--- config.mk ---
export PLATFORM = sky130hd
export DESIGN_NAME = video_bringup_seq
export DESIGN_NICKNAME = d
export VERILOG_FILES = /design/src/rtl/vbs_pkg.sv /design/src/rtl/vbs_prescaler.sv /design/src/rtl/vbs_poll_timer.sv /design/src/rtl/vbs_poll_budget.sv /design/src/rtl/vbs_run_counter.sv /design/src/rtl/video_bringup_seq.sv
export SDC_FILE = /design/constraint.sdc
export NUM_CORES = 1
export LEC_CHECK = 0
export BUFFER_PORTS_ARGS = -buffer_cell sky130_fd_sc_hd__buf_2
export CAP_MARGIN = 15
export CORE_UTILIZATION = 25
export DETAILED_ROUTE_END_ITERATION = 12
export PLACE_DENSITY = 0.43
export SYNTH_ARGS = -nofsm -noshare
export SYNTH_HDL_FRONTEND = slang
export SYNTH_SLANG_ARGS = --single-unit
--- constraint.sdc ---
create_clock -name clk -period 2.9 [get_ports clk]
set_input_delay 0.29 -clock clk [delete_from_list [all_inputs] [get_ports clk]]
set_output_delay 0.29 -clock clk [all_outputs]
set_load 0.02 [all_outputs]
--- src/rtl/vbs_pkg.sv ---
package vbs_pkg;
  typedef enum logic [2:0] {
    ST_IDLE     = 3'd0,
    ST_CLKWAIT  = 3'd1,
    ST_QUALIFY  = 3'd2,
    ST_UP       = 3'd3,
    ST_TIMEOUT  = 3'd4,
    ST_PLLERR   = 3'd5
  } seq_state_e;
endpackage

--- src/rtl/vbs_prescaler.sv ---
// Shared cycle divider: one tick every DIV cycles while enabled.
module vbs_prescaler #(
  parameter int unsigned DIV = 250
) (
  input  logic clk,
  input  logic rst_n,
  input  logic clr,
  input  logic en,
  output logic tick
);
  localparam int unsigned W = (DIV > 1) ? $clog2(DIV) : 1;
  localparam logic [W-1:0] LAST = W'(DIV - 1);

  logic [W-1:0] cnt_q;

  assign tick = en && (cnt_q == LAST);

  always_ff @(posedge clk or negedge rst_n) begin
    if (!rst_n)       cnt_q <= '0;
    else if (clr)     cnt_q <= '0;
    else if (en)      cnt_q <= tick ? '0 : cnt_q + 1'b1;
  end
endmodule

--- src/rtl/vbs_poll_timer.sv ---
// Counts prescaler ticks; emits a sample strobe at the interval of the active phase.
module vbs_poll_timer #(
  parameter int unsigned CLK_ITV = 2,
  parameter int unsigned ON_ITV  = 1000
) (
  input  logic clk,
  input  logic rst_n,
  input  logic clr,
  input  logic tick,
  input  logic sel_on,
  output logic strobe
);
  localparam int unsigned MAXI = (CLK_ITV > ON_ITV) ? CLK_ITV : ON_ITV;
  localparam int unsigned W    = (MAXI > 1) ? $clog2(MAXI) : 1;
  localparam logic [W-1:0] LIM_CLK = W'(CLK_ITV - 1);
  localparam logic [W-1:0] LIM_ON  = W'(ON_ITV - 1);

  logic [W-1:0] cnt_q;
  logic [W-1:0] lim;

  assign lim    = sel_on ? LIM_ON : LIM_CLK;
  assign strobe = tick && (cnt_q == lim);

  always_ff @(posedge clk or negedge rst_n) begin
    if (!rst_n)     cnt_q <= '0;
    else if (clr)   cnt_q <= '0;
    else if (tick)  cnt_q <= strobe ? '0 : cnt_q + 1'b1;
  end
endmodule

--- src/rtl/vbs_poll_budget.sv ---
// Counts samples within a phase; flags the sample that uses up the budget.
module vbs_poll_budget #(
  parameter int unsigned MAX_POLLS = 1000
) (
  input  logic clk,
  input  logic rst_n,
  input  logic clr,
  input  logic strobe,
  output logic last
);
  localparam int unsigned W = $clog2(MAX_POLLS + 1);
  localparam logic [W-1:0] FINAL = W'(MAX_POLLS - 1);

  logic [W-1:0] cnt_q;

  assign last = strobe && (cnt_q == FINAL);

  always_ff @(posedge clk or negedge rst_n) begin
    if (!rst_n)                cnt_q <= '0;
    else if (clr)              cnt_q <= '0;
    else if (strobe && !last)  cnt_q <= cnt_q + 1'b1;
  end
endmodule

--- src/rtl/vbs_run_counter.sv ---
// Consecutive-good sample counter; hit marks the sample that completes the run.
module vbs_run_counter #(
  parameter int unsigned GOOD_RUN = 10
) (
  input  logic clk,
  input  logic rst_n,
  input  logic clr,
  input  logic strobe,
  input  logic good,
  output logic hit
);
  localparam int unsigned W = $clog2(GOOD_RUN + 2);
  localparam logic [W-1:0] NEED = W'(GOOD_RUN);

  logic [W-1:0] run_q;

  assign hit = strobe && good && (run_q == NEED);

  always_ff @(posedge clk or negedge rst_n) begin
    if (!rst_n)       run_q <= '0;
    else if (clr)     run_q <= '0;
    else if (strobe) begin
      if (!good)      run_q <= '0;
      else if (!hit)  run_q <= run_q + 1'b1;
    end
  end
endmodule

--- src/rtl/video_bringup_seq.sv ---
module video_bringup_seq #(
  parameter int unsigned TICK_DIV       = 250,
  parameter int unsigned CLK_POLL_TICKS = 2,
  parameter int unsigned ON_POLL_TICKS  = 1000,
  parameter int unsigned MAX_POLLS      = 1000,
  parameter int unsigned GOOD_RUN       = 10
) (
  input  logic clk,
  input  logic rst_n,
  input  logic start,
  input  logic pll_locked,
  input  logic clk_ok,
  input  logic stream_on,
  output logic vid_enable,
  output logic seq_done,
  output logic seq_timeout,
  output logic pll_fault
);
  import vbs_pkg::*;

  seq_state_e state_q, state_d;
  logic running, in_qualify, restart;
  logic tick, strobe, last, hit;

  assign running    = (state_q == ST_CLKWAIT) || (state_q == ST_QUALIFY);
  assign in_qualify = (state_q == ST_QUALIFY);
  assign restart    = (state_d != state_q);

  vbs_prescaler #(.DIV(TICK_DIV)) u_presc (
    .clk(clk), .rst_n(rst_n), .clr(restart), .en(running), .tick(tick)
  );

  vbs_poll_timer #(.CLK_ITV(CLK_POLL_TICKS), .ON_ITV(ON_POLL_TICKS)) u_timer (
    .clk(clk), .rst_n(rst_n), .clr(restart), .tick(tick),
    .sel_on(in_qualify), .strobe(strobe)
  );

  vbs_poll_budget #(.MAX_POLLS(MAX_POLLS)) u_budget (
    .clk(clk), .rst_n(rst_n), .clr(restart), .strobe(strobe), .last(last)
  );

  vbs_run_counter #(.GOOD_RUN(GOOD_RUN)) u_run (
    .clk(clk), .rst_n(rst_n), .clr(restart), .strobe(strobe && in_qualify),
    .good(stream_on), .hit(hit)
  );

  always_comb begin
    state_d = state_q;
    unique case (state_q)
      ST_IDLE, ST_UP, ST_TIMEOUT, ST_PLLERR: begin
        if (start) state_d = pll_locked ? ST_CLKWAIT : ST_PLLERR;
      end
      ST_CLKWAIT: begin
        if (strobe) begin
          if (clk_ok)    state_d = ST_QUALIFY;
          else if (last) state_d = ST_TIMEOUT;
        end
      end
      ST_QUALIFY: begin
        if (hit)       state_d = ST_UP;
        else if (last) state_d = ST_TIMEOUT;
      end
      default: state_d = ST_IDLE;
    endcase
  end

  always_ff @(posedge clk or negedge rst_n) begin
    if (!rst_n) begin
      state_q     <= ST_IDLE;
      vid_enable  <= 1'b0;
      seq_done    <= 1'b0;
      seq_timeout <= 1'b0;
      pll_fault   <= 1'b0;
    end else begin
      state_q     <= state_d;
      vid_enable  <= (state_d == ST_QUALIFY) || (state_d == ST_UP);
      seq_done    <= (state_d == ST_UP);
      seq_timeout <= (state_d == ST_TIMEOUT);
      pll_fault   <= (state_d == ST_PLLERR);
    end
  end
endmodule

=== After elaboration in Yosys (flattened, before gate mapping) ===
Cells that the tools add are included.

* Flip-flop bits (word level): 39
* Input bits: 6
* Word-level logic and storage cells: 65

* Add/sub/neg operators: 4
* Equality and inequality tests: 15
* Mux-type cells: 20
* Reductions and logical operators: 17

{| class="wikitable"
|+ Operators with widths
! cell !! number
|-
| two-way mux 10 bit || 6
|-
| two-way mux 8 bit || 3
|-
| adder 10 x 1 -> 10 bit, second input constant || 2
|-
| two-way mux 3 bit || 6
|-
| two-way mux 4 bit || 4
|-
| equality test 3 x 2 -> 1 bit, second input constant || 4
|-
| equality test 3 bit, second input constant || 4
|-
| equality test 10 bit || 1
|-
| equality test 10 bit, second input constant || 1
|-
| one-hot mux 3 bit (3 select lines) || 1
|-
| adder 8 x 1 -> 8 bit, second input constant || 1
|-
| equality test 8 bit, second input constant || 1
|-
| nonzero test 2 bit || 4
|-
| logical AND 1 bit || 7
|-
| adder 4 x 1 -> 4 bit, second input constant || 1
|-
| equality test 4 bit, second input constant || 1
|-
| OR reduction 4 bit || 1
|-
| equality test 3 x 1 -> 1 bit, second input constant || 1
|-
| zero test 3 bit || 1
|-
| inequality test 3 bit || 1
|-
| inequality test 3 bit, second input constant || 1
|-
| logical OR 1 bit || 2
|-
| AND reduction 2 bit || 1
|-
| zero test 1 bit || 1
|}

=== Logic depth before layout (Yosys ltp) ===
Gate-level depths: netlist of run 1.

* Depth after elaboration: 12
* Gate-level depth with buffers: 9

=== Hierarchy ===
A second synthesis of run 1 with hierarchy kept.

* Cells, all modules: 251
* Area, all modules: 2368.5 µm²

{| class="wikitable"
|+ Modules (own cells, without submodules)
! module !! instances !! cells each !! area each (µm²)
|-
| vbs_poll_budget || 1 || 64 || 600.6
|-
| vbs_poll_timer || 1 || 55 || 563.0
|-
| video_bringup_seq || 1 || 53 || 478.0
|-
| vbs_prescaler || 1 || 52 || 474.2
|-
| vbs_run_counter || 1 || 27 || 252.7
|}

=== Worst setup path after synthesis of run 1 ===
No wires, ideal clock.

* Kind: register -> register
* From: register u_timer.cnt_q[3]
* To: register u_presc.cnt_q[0]
* Setup time: 133 ps
* Arrival time: 2100 ps
* Data required time: 2767 ps
* Path slack: 668 ps
* Cell stages (with the launch flop): 8
* Path buffers: 1
* Clock period less this slack: 2232 ps
* Cells stage by stage: dfrtp_1 -> or3b_4 -> nor3_4 -> o31ai_2 -> o31a_1 -> o32ai_4 -> buf_6 -> nor3_2

* Cells in the longest elaborated chain, start to end: 9

{| class="wikitable"
|+ RTL lines
! element !! RTL line !! RTL
|-
| start: declaration || vbs_poll_timer.sv:18 || <nowiki>logic [W-1:0] cnt_q;</nowiki>
|-
| start signal: assignment || vbs_poll_timer.sv:27 || <nowiki>else if (tick) cnt_q <= strobe ? '0 : cnt_q + 1'b1;</nowiki>
|-
| equality test 10 bit (*) || vbs_poll_timer.sv:22 || <nowiki>assign strobe = tick && (cnt_q == lim);</nowiki>
|-
| logical AND 1 bit (*) || vbs_poll_timer.sv:22 ||
|-
| logical AND 1 bit, on equally long branches || vbs_poll_budget.sv:16, video_bringup_seq.sv:43 ||
|-
| two-way mux 3 bit / logical AND 1 bit (equally long branches) || video_bringup_seq.sv:56, video_bringup_seq.sv:61, vbs_run_counter.sv:17 ||
|-
| two-way mux 3 bit / logical AND 1 bit (equally long branches) || video_bringup_seq.sv:55, vbs_run_counter.sv:17 ||
|-
| two-way mux 3 bit, on equally long branches || video_bringup_seq.sv:54, video_bringup_seq.sv:60 ||
|-
| one-hot mux 3 bit (3 select lines) (*) || video_bringup_seq.sv:49 || <nowiki>unique case (state_q)</nowiki>
|-
| inequality test 3 bit (*) || video_bringup_seq.sv:27 || <nowiki>assign restart = (state_d != state_q);</nowiki>
|-
| two-way mux 8 bit / nonzero test 2 bit (equally long branches) || - ||
|-
| end signal: assignment || vbs_prescaler.sv:21 || <nowiki>else if (en) cnt_q <= tick ? '0 : cnt_q + 1'b1;</nowiki>
|-
| end: declaration || vbs_prescaler.sv:14 || <nowiki>logic [W-1:0] cnt_q;</nowiki>
|}

Every way passes the cells marked *; elsewhere a longest branch is shown, timed or not.
A chain may end at the register's enable or synchronous reset.

=== Worst setup path after layout of run 1 ===
* From: register state_q[2]
* To: register u_budget.cnt_q[2]

* Cells in the longest elaborated chain, start to end: 11

{| class="wikitable"
|+ RTL lines
! element !! RTL line !! RTL
|-
| start: declaration || video_bringup_seq.sv:21 || <nowiki>seq_state_e state_q, state_d;</nowiki>
|-
| start signal: assignment || video_bringup_seq.sv:75 || <nowiki>state_q <= state_d;</nowiki>
|-
| equality test 3 x 2 -> 1 bit / equality test 3 x 1 -> 1 bit (equally long branches) || video_bringup_seq.sv:25, video_bringup_seq.sv:26, video_bringup_seq.sv:49 ||
|-
| two-way mux 10 bit / logical OR 1 bit (equally long branches) || vbs_poll_timer.sv:21, video_bringup_seq.sv:25 ||
|-
| equality test 10 bit / logical AND 1 bit (equally long branches) || vbs_poll_timer.sv:22, vbs_prescaler.sv:16 ||
|-
| logical AND 1 bit || vbs_poll_timer.sv:22 ||
|-
| logical AND 1 bit, on equally long branches || vbs_poll_budget.sv:16, video_bringup_seq.sv:43 ||
|-
| two-way mux 3 bit / logical AND 1 bit (equally long branches) || video_bringup_seq.sv:56, video_bringup_seq.sv:61, vbs_run_counter.sv:17 ||
|-
| two-way mux 3 bit / logical AND 1 bit (equally long branches) || video_bringup_seq.sv:55, vbs_run_counter.sv:17 ||
|-
| two-way mux 3 bit, on equally long branches || video_bringup_seq.sv:54, video_bringup_seq.sv:60 ||
|-
| one-hot mux 3 bit (3 select lines) || video_bringup_seq.sv:49 ||
|-
| inequality test 3 bit || video_bringup_seq.sv:27 ||
|-
| two-way mux 10 bit / nonzero test 2 bit (equally long branches) || - ||
|-
| end signal: assignment || vbs_poll_budget.sv:21 || <nowiki>else if (strobe && !last) cnt_q <= cnt_q + 1'b1;</nowiki>
|-
| end: declaration || vbs_poll_budget.sv:14 || <nowiki>logic [W-1:0] cnt_q;</nowiki>
|}

Parallel ways exist; a longest one is shown, timed or not.

==> results of run 1 <==
## layer usage
| layer | track usage | wire length, µm |
|---|---|---|
| met1 | 0.162 | 2740 |
| met2 | 0.182 | 2340 |
| met3 | 0.0244 | 135 |
| met4 | 0.0368 | 80 |
| met5 | 0 | 0 |
## through the flow
| stage | instances | hold WS (ns) | power [mW] | setup slack [ns] | cell area, µm² |
|---|---|---|---|---|---|
| 3_3_place_gp | 384 | 0.493 | 0.855 | 0.390 | 2610 |
| 2_1_floorplan | 250 | -0.00559 | 0.804 | 0.668 | 2420 |
| 6_report | 392 | 0.131 | 1.39 | 0.381 | 2740 |
| 3_5_place_dp | 384 | 0.496 | 0.858 | 0.405 | 2610 |
| 4_1_cts | 392 | 0.159 | 1.42 | 0.388 | 2740 |
| 5_1_grt | 392 | 0.194 | 1.48 | 0.183 | 2740 |
## cell families (layout without fill, tap and decap cells)
kind of cell	after synthesis	in the layout	share of synthesized area
xor gates and xnor gates	20	20	0.0723
adders and majority gates	6	6	0.0310
and+or+nand+nor	122	122	0.319
DFF	39	39	0.403
AOI/OAI and AO/OA	45	45	0.132
muxes	1	1	0.00413
buffers and inverters	17	30	0.0382
## cells in the final DEF, fill, tap and decap left out, drive strengths merged, types with 4 or more instances in the layout
master,count
nor3b,5
xnor2,16
nand3,12
a21oi,19
nand4,7
nand2,17
dfrtp,39
nor4,5
nor2,26
or3,5
and2,5
buf,15
clkbuf,5
o21ai,10
xor2,4
inv,7
nor3,22
ha,6
## worst register-to-register path, stage by stage (launching register included)
cell and delay (ns):
dfrtp_1 0.50, nand2b_1 0.34, nor4_4 0.32, nand2_1 0.17
o31a_1 0.32, o32ai_4 0.29, buf_4 0.37, nor3b_1 0.10
## sequential cells by signal (all words and copies together), names as in the netlist
register        count
seq_done            1
seq_timeout         1
u_presc.cnt_q       8
u_budget.cnt_q     10
vid_enable          1
state_q             3
u_timer.cnt_q      10
pll_fault           1
u_run.run_q         4
## power breakdown
group	internal [mW]	total [mW]	switching, mW
Sequential	0.583	0.633	0.0495
Clock	0.343	0.549	0.206
Combinational	0.0963	0.212	0.115
## worst max-delay path by stage
stage	depth (start not counted)	startpoint	endpoint	slack (ns)
after floorplan	7	u_timer.cnt_q[3]	u_presc.cnt_q[0]	0.67
after global placement	7	u_timer.cnt_q[3]	u_budget.cnt_q[2]	0.39
after detailed placement	7	state_q[2]	u_budget.cnt_q[2]	0.40
after CTS	7	u_timer.cnt_q[3]	u_budget.cnt_q[2]	0.39
after global routing	9	u_run.run_q[0]	u_budget.cnt_q[2]	0.18
final	7	state_q[2]	u_budget.cnt_q[2]	0.38
## synthesized netlist by cell type, types with 2 or more instances
cell type | instances | area share
a21oi_1 | 14 | 0.029
a21oi_2 | 5 | 0.018
and2_1 | 5 | 0.013
and3_1 | 2 | 0.0052
buf_2 | 5 | 0.010
buf_6 | 3 | 0.014
clkbuf_1 | 2 | 0.0031
dfrtp_1 | 39 | 0.40
ha_1 | 6 | 0.031
inv_1 | 7 | 0.011
nand2_1 | 17 | 0.026
nand2b_1 | 3 | 0.0077
nand3_1 | 12 | 0.025
nand3b_1 | 2 | 0.0062
nand4_1 | 7 | 0.018
nand4b_1 | 2 | 0.0072
nor2_1 | 10 | 0.015
nor2_2 | 16 | 0.041
nor2b_1 | 2 | 0.0052
nor3_1 | 11 | 0.023
nor3_2 | 10 | 0.041
nor3b_1 | 5 | 0.015
nor4_1 | 3 | 0.0077
o21a_1 | 2 | 0.0062
o21ai_0 | 9 | 0.019
o21bai_1 | 2 | 0.0062
o31a_1 | 2 | 0.0072
or3_1 | 5 | 0.013
or3b_4 | 2 | 0.0093
xnor2_1 | 16 | 0.058
xor2_1 | 4 | 0.014
## layout make-up
type                            instances  area (µm²)  share of cell area
Multi-Input combinational cell        194        1350               0.493
Timing Repair Buffer                   15        90.1              0.0328
Sequential cell                        39         976               0.356
Inverter                                7        26.3             0.00958
Clock buffer                            5        68.8              0.0251
Clock inverter                          3        67.6              0.0246
Tap cell                              129         161              0.0588
==> reports/metrics.cfg, run 1 <==
[run_status]
status=complete, no violations

[finish]
final_core_util=0.294
layout-drive-gt1-share=0.243
nets=274
fillers=1008
diodes=0
area_delta_synth_final_pct=13.3

[cts]
post_cts_buffers=0
clk_latency_ns=0.30
clockBufferDepth=2
h-tree-depth=2
cts-resized-gates=0
clk_pin_slew_ns=0.09
clock_sinks=39
cts-buffers-inserted=5
cts_tree=yes
hold_buffers=0
clockRootBuffer=clkbuf_8

[drt]
drt_pass1_iterations=4
routedWlPerCell_um=13.5
vias_per_cell=4.76
drtIter0Drc=63
postRouteAntennaNets=0
routed_wirelength_mm=5.29
drcViolationCount=0
routed-via-count=1866

[setup_path]
r2r_cells=7
worstPathRequired_ns=3.08
r2r_start=state_q[2]
endpoint_kind=register
cp.arrival_ns=2.70
critPathLaunchType=register
r2r_slack_ns=0.38
cp_num_buf_inv=1
crit_fanout=20
slowest_stage=dfrtp_1
crit_path_cell_trace=nand2b_1 -> nor4_4 -> nand2_1 -> o31a_1 -> o32ai_4 -> buf_4 -> nor3b_1
r2r_end=u_budget.cnt_q[2]
cp_top_family=simple AND/OR/NAND/NOR gates
cpPeakStageDelay_ns=0.50
path_class=register to register

[floorplan]
start_util=0.260
die_w_um=100
fp.coreArea_mm2=0.00933
dieHeight_um=100
placementRows=35
die_area_mm2=0.0101
io_pins=10

[synthesis]
synth_ff_type=dfrtp_1
synth-async-reset-ratio=1.00
synth_area_mm2=0.00242
yosys_warnings=0
yosysSeqAreaShare=0.403
synth-edff-count=0
ys_seq_elements=39
synth_nets=262
synth.distinct_cells=51
synth_cells=250
syn-mean-instance-area_um2=9.69

[pwr]
vdd_drop_max_uv=284
power_density_mw_per_mm2=508
p_leak_nw=1.13

[timing]
tightestPinTransition_ns=0.933
relSlewSlack=0.378
fmax_mhz=397
fin_crit_ns=2.52
rsz0062_at_grt=no
skew_ns=0.00822
hold_viol_final=0
finalSetupViolations=0
drv_slew=0
tns_ns=0
period_share=0.869

[global_route]
grt_pass1_vias=1863
antenna_found_initial=0
gr-usage-all-layers=0.117
grt_overflow=0
grt_pass1_wl_mm=9.23
grt_max_degree=40

[placement]
gp_congestion=0.810
io_buffers=9
hpwl_mm=3.76

[min_path]
hp-class=primary input to async pin

[run]
maxCapViolCount=0

Power figures use the tool's default switching activity.
==> run 2, diff against run 1 <==
--- a/config.mk
+++ b/config.mk
@@ -5,7 +5,8 @@
 export SDC_FILE = /design/constraint.sdc
 export NUM_CORES = 1
 export LEC_CHECK = 0
-export BUFFER_PORTS_ARGS = -buffer_cell sky130_fd_sc_hd__buf_2
+export ABC_CLOCK_PERIOD_IN_PS = 2900
+export BUFFER_PORTS_ARGS = -buffer_cell sky130_fd_sc_hd__clkbuf_2
 export CAP_MARGIN = 15
 export CORE_UTILIZATION = 25
 export DETAILED_ROUTE_END_ITERATION = 12
==> reports/metrics.cfg, run 2 (synthesis results as in run 1) <==
[run_status]
status=complete, no violations

[drt]
routed_wirelength_mm=5.21
drcViolationCount=0
routedWlPerCell_um=13.2
postRouteAntennaNets=0
routed-via-count=1826
drtIter0Drc=72
drt_pass1_iterations=4
vias_per_cell=4.65

[run]
maxCapViolCount=0

[floorplan]
die_w_um=100
placementRows=35
die_area_mm2=0.0101
fp.coreArea_mm2=0.00933
dieHeight_um=100
io_pins=10
start_util=0.260

[placement]
io_buffers=9
hpwl_mm=3.79
gp_congestion=0.790

[finish]
top_regs=u_budget.cnt_q x10, u_timer.cnt_q x10, u_presc.cnt_q x8
area_delta_synth_final_pct=12.6
nets=275
layout-drive-gt1-share=0.246
fillers=1014
diodes=0
layout_common_cells=dfrtp_1 (39), nand2_1 (17), xnor2_1 (16), nor2_2 (16), a21oi_1 (14)
layout_commonest_cell=dfrtp_1

[timing]
drv_slew=0
skew_ns=0.00759
period_share=0.861
relSlewSlack=0.314
fin_crit_ns=2.50
tns_ns=0
finalSetupViolations=0
rsz0062_at_grt=no
hold_viol_final=0
tightestPinTransition_ns=1.03
fmax_mhz=401

[cts]
post_cts_buffers=0
cts-resized-gates=0
clockRootBuffer=clkbuf_8
hold_buffers=0
clk_pin_slew_ns=0.08
clockBufferDepth=2
cts-buffers-inserted=5
clock_sinks=39
cts_tree=yes
clk_latency_ns=0.29
h-tree-depth=2

[pwr]
intPower_mw=0.936
combPwrFrac=0.162
switching_share=0.282
p_clk_frac=0.353
power_density_mw_per_mm2=478
p_leak_nw=1.12
power.switching_mw=0.368
p_total_mw=1.30
seqPwrFrac=0.485
vdd_drop_max_uv=183

[min_path]
hp-class=primary input to async pin

[setup_path]
slowest_stage=or3b_4
path_class=register to register
crit_path_cell_trace=or3b_4 -> nor3_4 -> o31ai_2 -> o31a_1 -> o32ai_4 -> buf_4 -> nor3b_1
r2r_slack_ns=0.40
r2r_start=u_timer.cnt_q[3]
critPathLaunchType=register
worstPathRequired_ns=3.08
endpoint_kind=register
r2r_end=u_budget.cnt_q[2]
r2r_cells=7
cp.arrival_ns=2.67
cpPeakStageDelay_ns=0.44
crit_fanout=17

[global_route]
grt_overflow=0
gr-usage-all-layers=0.114
grt_max_degree=40
antenna_found_initial=0
grt_pass1_vias=1844
grt_pass1_wl_mm=9.09

==> run 2: cell types whose count changed in the layout (fill, tap and decap cells not counted), sizes merged <==
cell	before	now
bufinv	2	1
clkbuf	5	14
clkinvlp	1	0
clkinv	0	2
buf	15	7
==> run 2: worst max-delay path by stage <==
stage	slack (ns)	to	depth (start not counted)	startpoint
6_report	0.40	u_budget.cnt_q[2]	7	u_timer.cnt_q[3]
3_3_place_gp	0.42	u_budget.cnt_q[2]	7	u_timer.cnt_q[3]
3_5_place_dp	0.44	u_budget.cnt_q[2]	7	u_timer.cnt_q[3]
2_1_floorplan	0.67	u_presc.cnt_q[0]	7	u_timer.cnt_q[3]
5_1_grt	0.26	u_budget.cnt_q[2]	9	u_presc.cnt_q[1]
4_1_cts	0.41	u_budget.cnt_q[2]	7	u_timer.cnt_q[3]
==> run 2: metal layers <==
metal  vias up  share of wire  wire (µm)  GRT usage
met1       881           0.52       2710      0.160
met3         7          0.020        104     0.0216
met2        21           0.45       2340      0.177
met5         -              0          0          0
li1        917              -          -          -
met4         0          0.010         53     0.0379
==> run 2: area by class of cell <==
cell class | count | area [µm²] | area share
Inverter | 7 | 26.3 | 0.00963
Timing Repair Buffer | 16 | 97.6 | 0.0358
Clock inverter | 3 | 43.8 | 0.0161
Sequential cell | 39 | 976 | 0.358
Tap cell | 129 | 161 | 0.0592
Multi-Input combinational cell | 194 | 1350 | 0.496
Clock buffer | 5 | 68.8 | 0.0252
==> run 2: power groups by stage <==
stage,combinational [mW],clock (mW),sequential [mW]
after floorplan,0.174,0,0.630
after global placement,0.213,0,0.643
after CTS,0.217,0.482,0.632
after global routing,0.243,0.505,0.640
final,0.211,0.461,0.632
after detailed placement,0.216,0,0.644
==> run 2: critical path, delay by kind of cell (launching register included) <==
kind | cells | cell delay, ns
AND/OR/NAND/NOR | 3 | 0.81
AO/OA/AOI/OAI | 3 | 0.80
flip-flops | 1 | 0.43
buffers and inverters | 1 | 0.33
==> run 2: per-stage QoR <==
stage / util / instances / setup WS [ns] / hold WS (ns) / area [µm²]
after floorplan: - / 250 / 0.668 / -0.00559 / 2420
after global placement: 0.280 / 385 / 0.423 / 0.535 / 2620
after detailed placement: 0.280 / 385 / 0.438 / 0.536 / 2620
after CTS: 0.292 / 393 / 0.411 / 0.213 / 2730
after global routing: 0.292 / 393 / 0.258 / 0.233 / 2730
final: 0.292 / 393 / 0.403 / 0.165 / 2730
==> run 3, diff against run 2 <==
--- a/config.mk
+++ b/config.mk
@@ -8,6 +8,7 @@
 export ABC_CLOCK_PERIOD_IN_PS = 2900
 export BUFFER_PORTS_ARGS = -buffer_cell sky130_fd_sc_hd__clkbuf_2
 export CAP_MARGIN = 15
+export CORE_ASPECT_RATIO = 1.75
 export CORE_UTILIZATION = 25
 export DETAILED_ROUTE_END_ITERATION = 12
 export PLACE_DENSITY = 0.43
==> reports/metrics.cfg, run 3 (synthesis results as in run 1) <==
[timing]
fmax_mhz=410
fin_crit_ns=2.44
hold_viol_final=17
relSlewSlack=0.546
finalSetupViolations=0
setup_slack_ns=0.464
skew_ns=0.00633
tns_ns=0
rsz0062_at_grt=no
drv_slew=0
tightestPinTransition_ns=0.677
period_share=0.840
fin_hold_ws_ns=-0.0295

[cts]
clk_pin_slew_ns=0.06
h-tree-depth=2
cts-buffers-inserted=5
clockBufferDepth=2
post_cts_buffers=0
clock_sinks=39
hold_buffers=0
clockRootBuffer=clkbuf_16
cts-resized-gates=0
clk_latency_ns=0.29
cts_tree=yes

[floorplan]
io_pins=10
start_util=0.257
die_w_um=76.4
die_area_mm2=0.0101
placementRows=47
dieHeight_um=132
fp.coreArea_mm2=0.00941

[setup_path]
endpoint_kind=register
cpPeakStageDelay_ns=0.42
worstPathRequired_ns=3.07
critPathLaunchType=register
r2r_slack_ns=0.46
path_class=register to register
crit_fanout=32
cp.arrival_ns=2.61
r2r_cells=9
crit_path_cell_trace=inv_1 -> ha_1 -> nand4b_1 -> nor3_1 -> a211oi_1 -> o31a_1 -> o32ai_4 -> buf_12 -> nor3b_1
slowest_stage=dfrtp_1

[pwr]
power_density_mw_per_mm2=532
vdd_drop_max_uv=254
p_leak_nw=1.16
p_total_mw=1.50

[finish]
nets=276
layout_commonest_cell=dfrtp_1
fin_cells=387
multi_input_area_mm2=0.00135
final_core_util=0.299
area_delta_synth_final_pct=16.2
fillers=1023
design_area_mm2=0.00282
layout_common_cells=dfrtp_1 (39), nand2_1 (17), xnor2_1 (16), nor2_2 (16), a21oi_1 (14)
regArea_um2=976
layout-drive-gt1-share=0.249
top_regs=u_budget.cnt_q x10, u_timer.cnt_q x10, u_presc.cnt_q x8
diodes=0

[global_route]
grt_overflow=0
grt_max_degree=40
grt_pass1_wl_mm=9.77
gr-usage-all-layers=0.126
grt_pass1_vias=1931
antenna_found_initial=0

[min_path]
hp-class=primary input to async pin

[placement]
post-place-cells=378
dpl_cell_area_mm2=0.00262
hpwl_mm=4.22
io_buffers=9
gp_congestion=0.815
dpl_worst_slack_ns=0.462

[drt]
routed_wirelength_mm=5.78
routedWlPerCell_um=14.9
drt_pass1_iterations=4
drtIter0Drc=66
postRouteAntennaNets=0
routed-via-count=1846
drcViolationCount=0
vias_per_cell=4.77

[run]
maxCapViolCount=0

[run_status]
status=complete, but fails checks
violations=negative hold slack

==> run 3: final timing paths <==
kind                                    from                 to
max                           u_run.run_q[0]  u_budget.cnt_q[2]
min                                    rst_n         state_q[2]
max reg2reg                   u_run.run_q[0]  u_budget.cnt_q[2]
min reg2reg                u_budget.cnt_q[8]  u_budget.cnt_q[8]
max in group asynchronous              rst_n   u_timer.cnt_q[2]
min in group clk                   stream_on     u_run.run_q[3]
==> run 3: report_power, final <==
group / leakage, nW / internal, mW / switching [mW] / total [mW]
logic: 0.548 / 0.102 / 0.117 / 0.219
registers: 0.531 / 0.584 / 0.0506 / 0.635
clock network: 0.0838 / 0.406 / 0.238 / 0.644
total: 1.16 / 1.09 / 0.406 / 1.50
==> run 3: worst max-delay path, delay by kind of cell (launching register included) <==
family	cells	cell delay [ns]
buffers and inverters	2	0.35
AND/OR/NAND/NOR	3	0.67
flip-flops	1	0.42
AO/OA/AOI/OAI	3	0.71
adder cells (fa/ha/maj)	1	0.15
==> run 3: area by class of cell <==
| class | instances | area share |
|---|---|---|
| clock inverter | 3 | 0.0156 |
| clock buffer | 5 | 0.0444 |
| sequential | 39 | 0.347 |
| multi-input combinational | 194 | 0.481 |
| inverter | 7 | 0.00933 |
| timing repair buffer | 17 | 0.0489 |
| tap | 122 | 0.0542 |
==> run 3: routing by layer <==
layer	vias to the layer above	share of wire	track usage
met5	-	0	0
met2	24	0.56	0.235
met4	0	0.030	0.0737
li1	916	-	-
met1	898	0.39	0.130
met3	8	0.021	0.0228
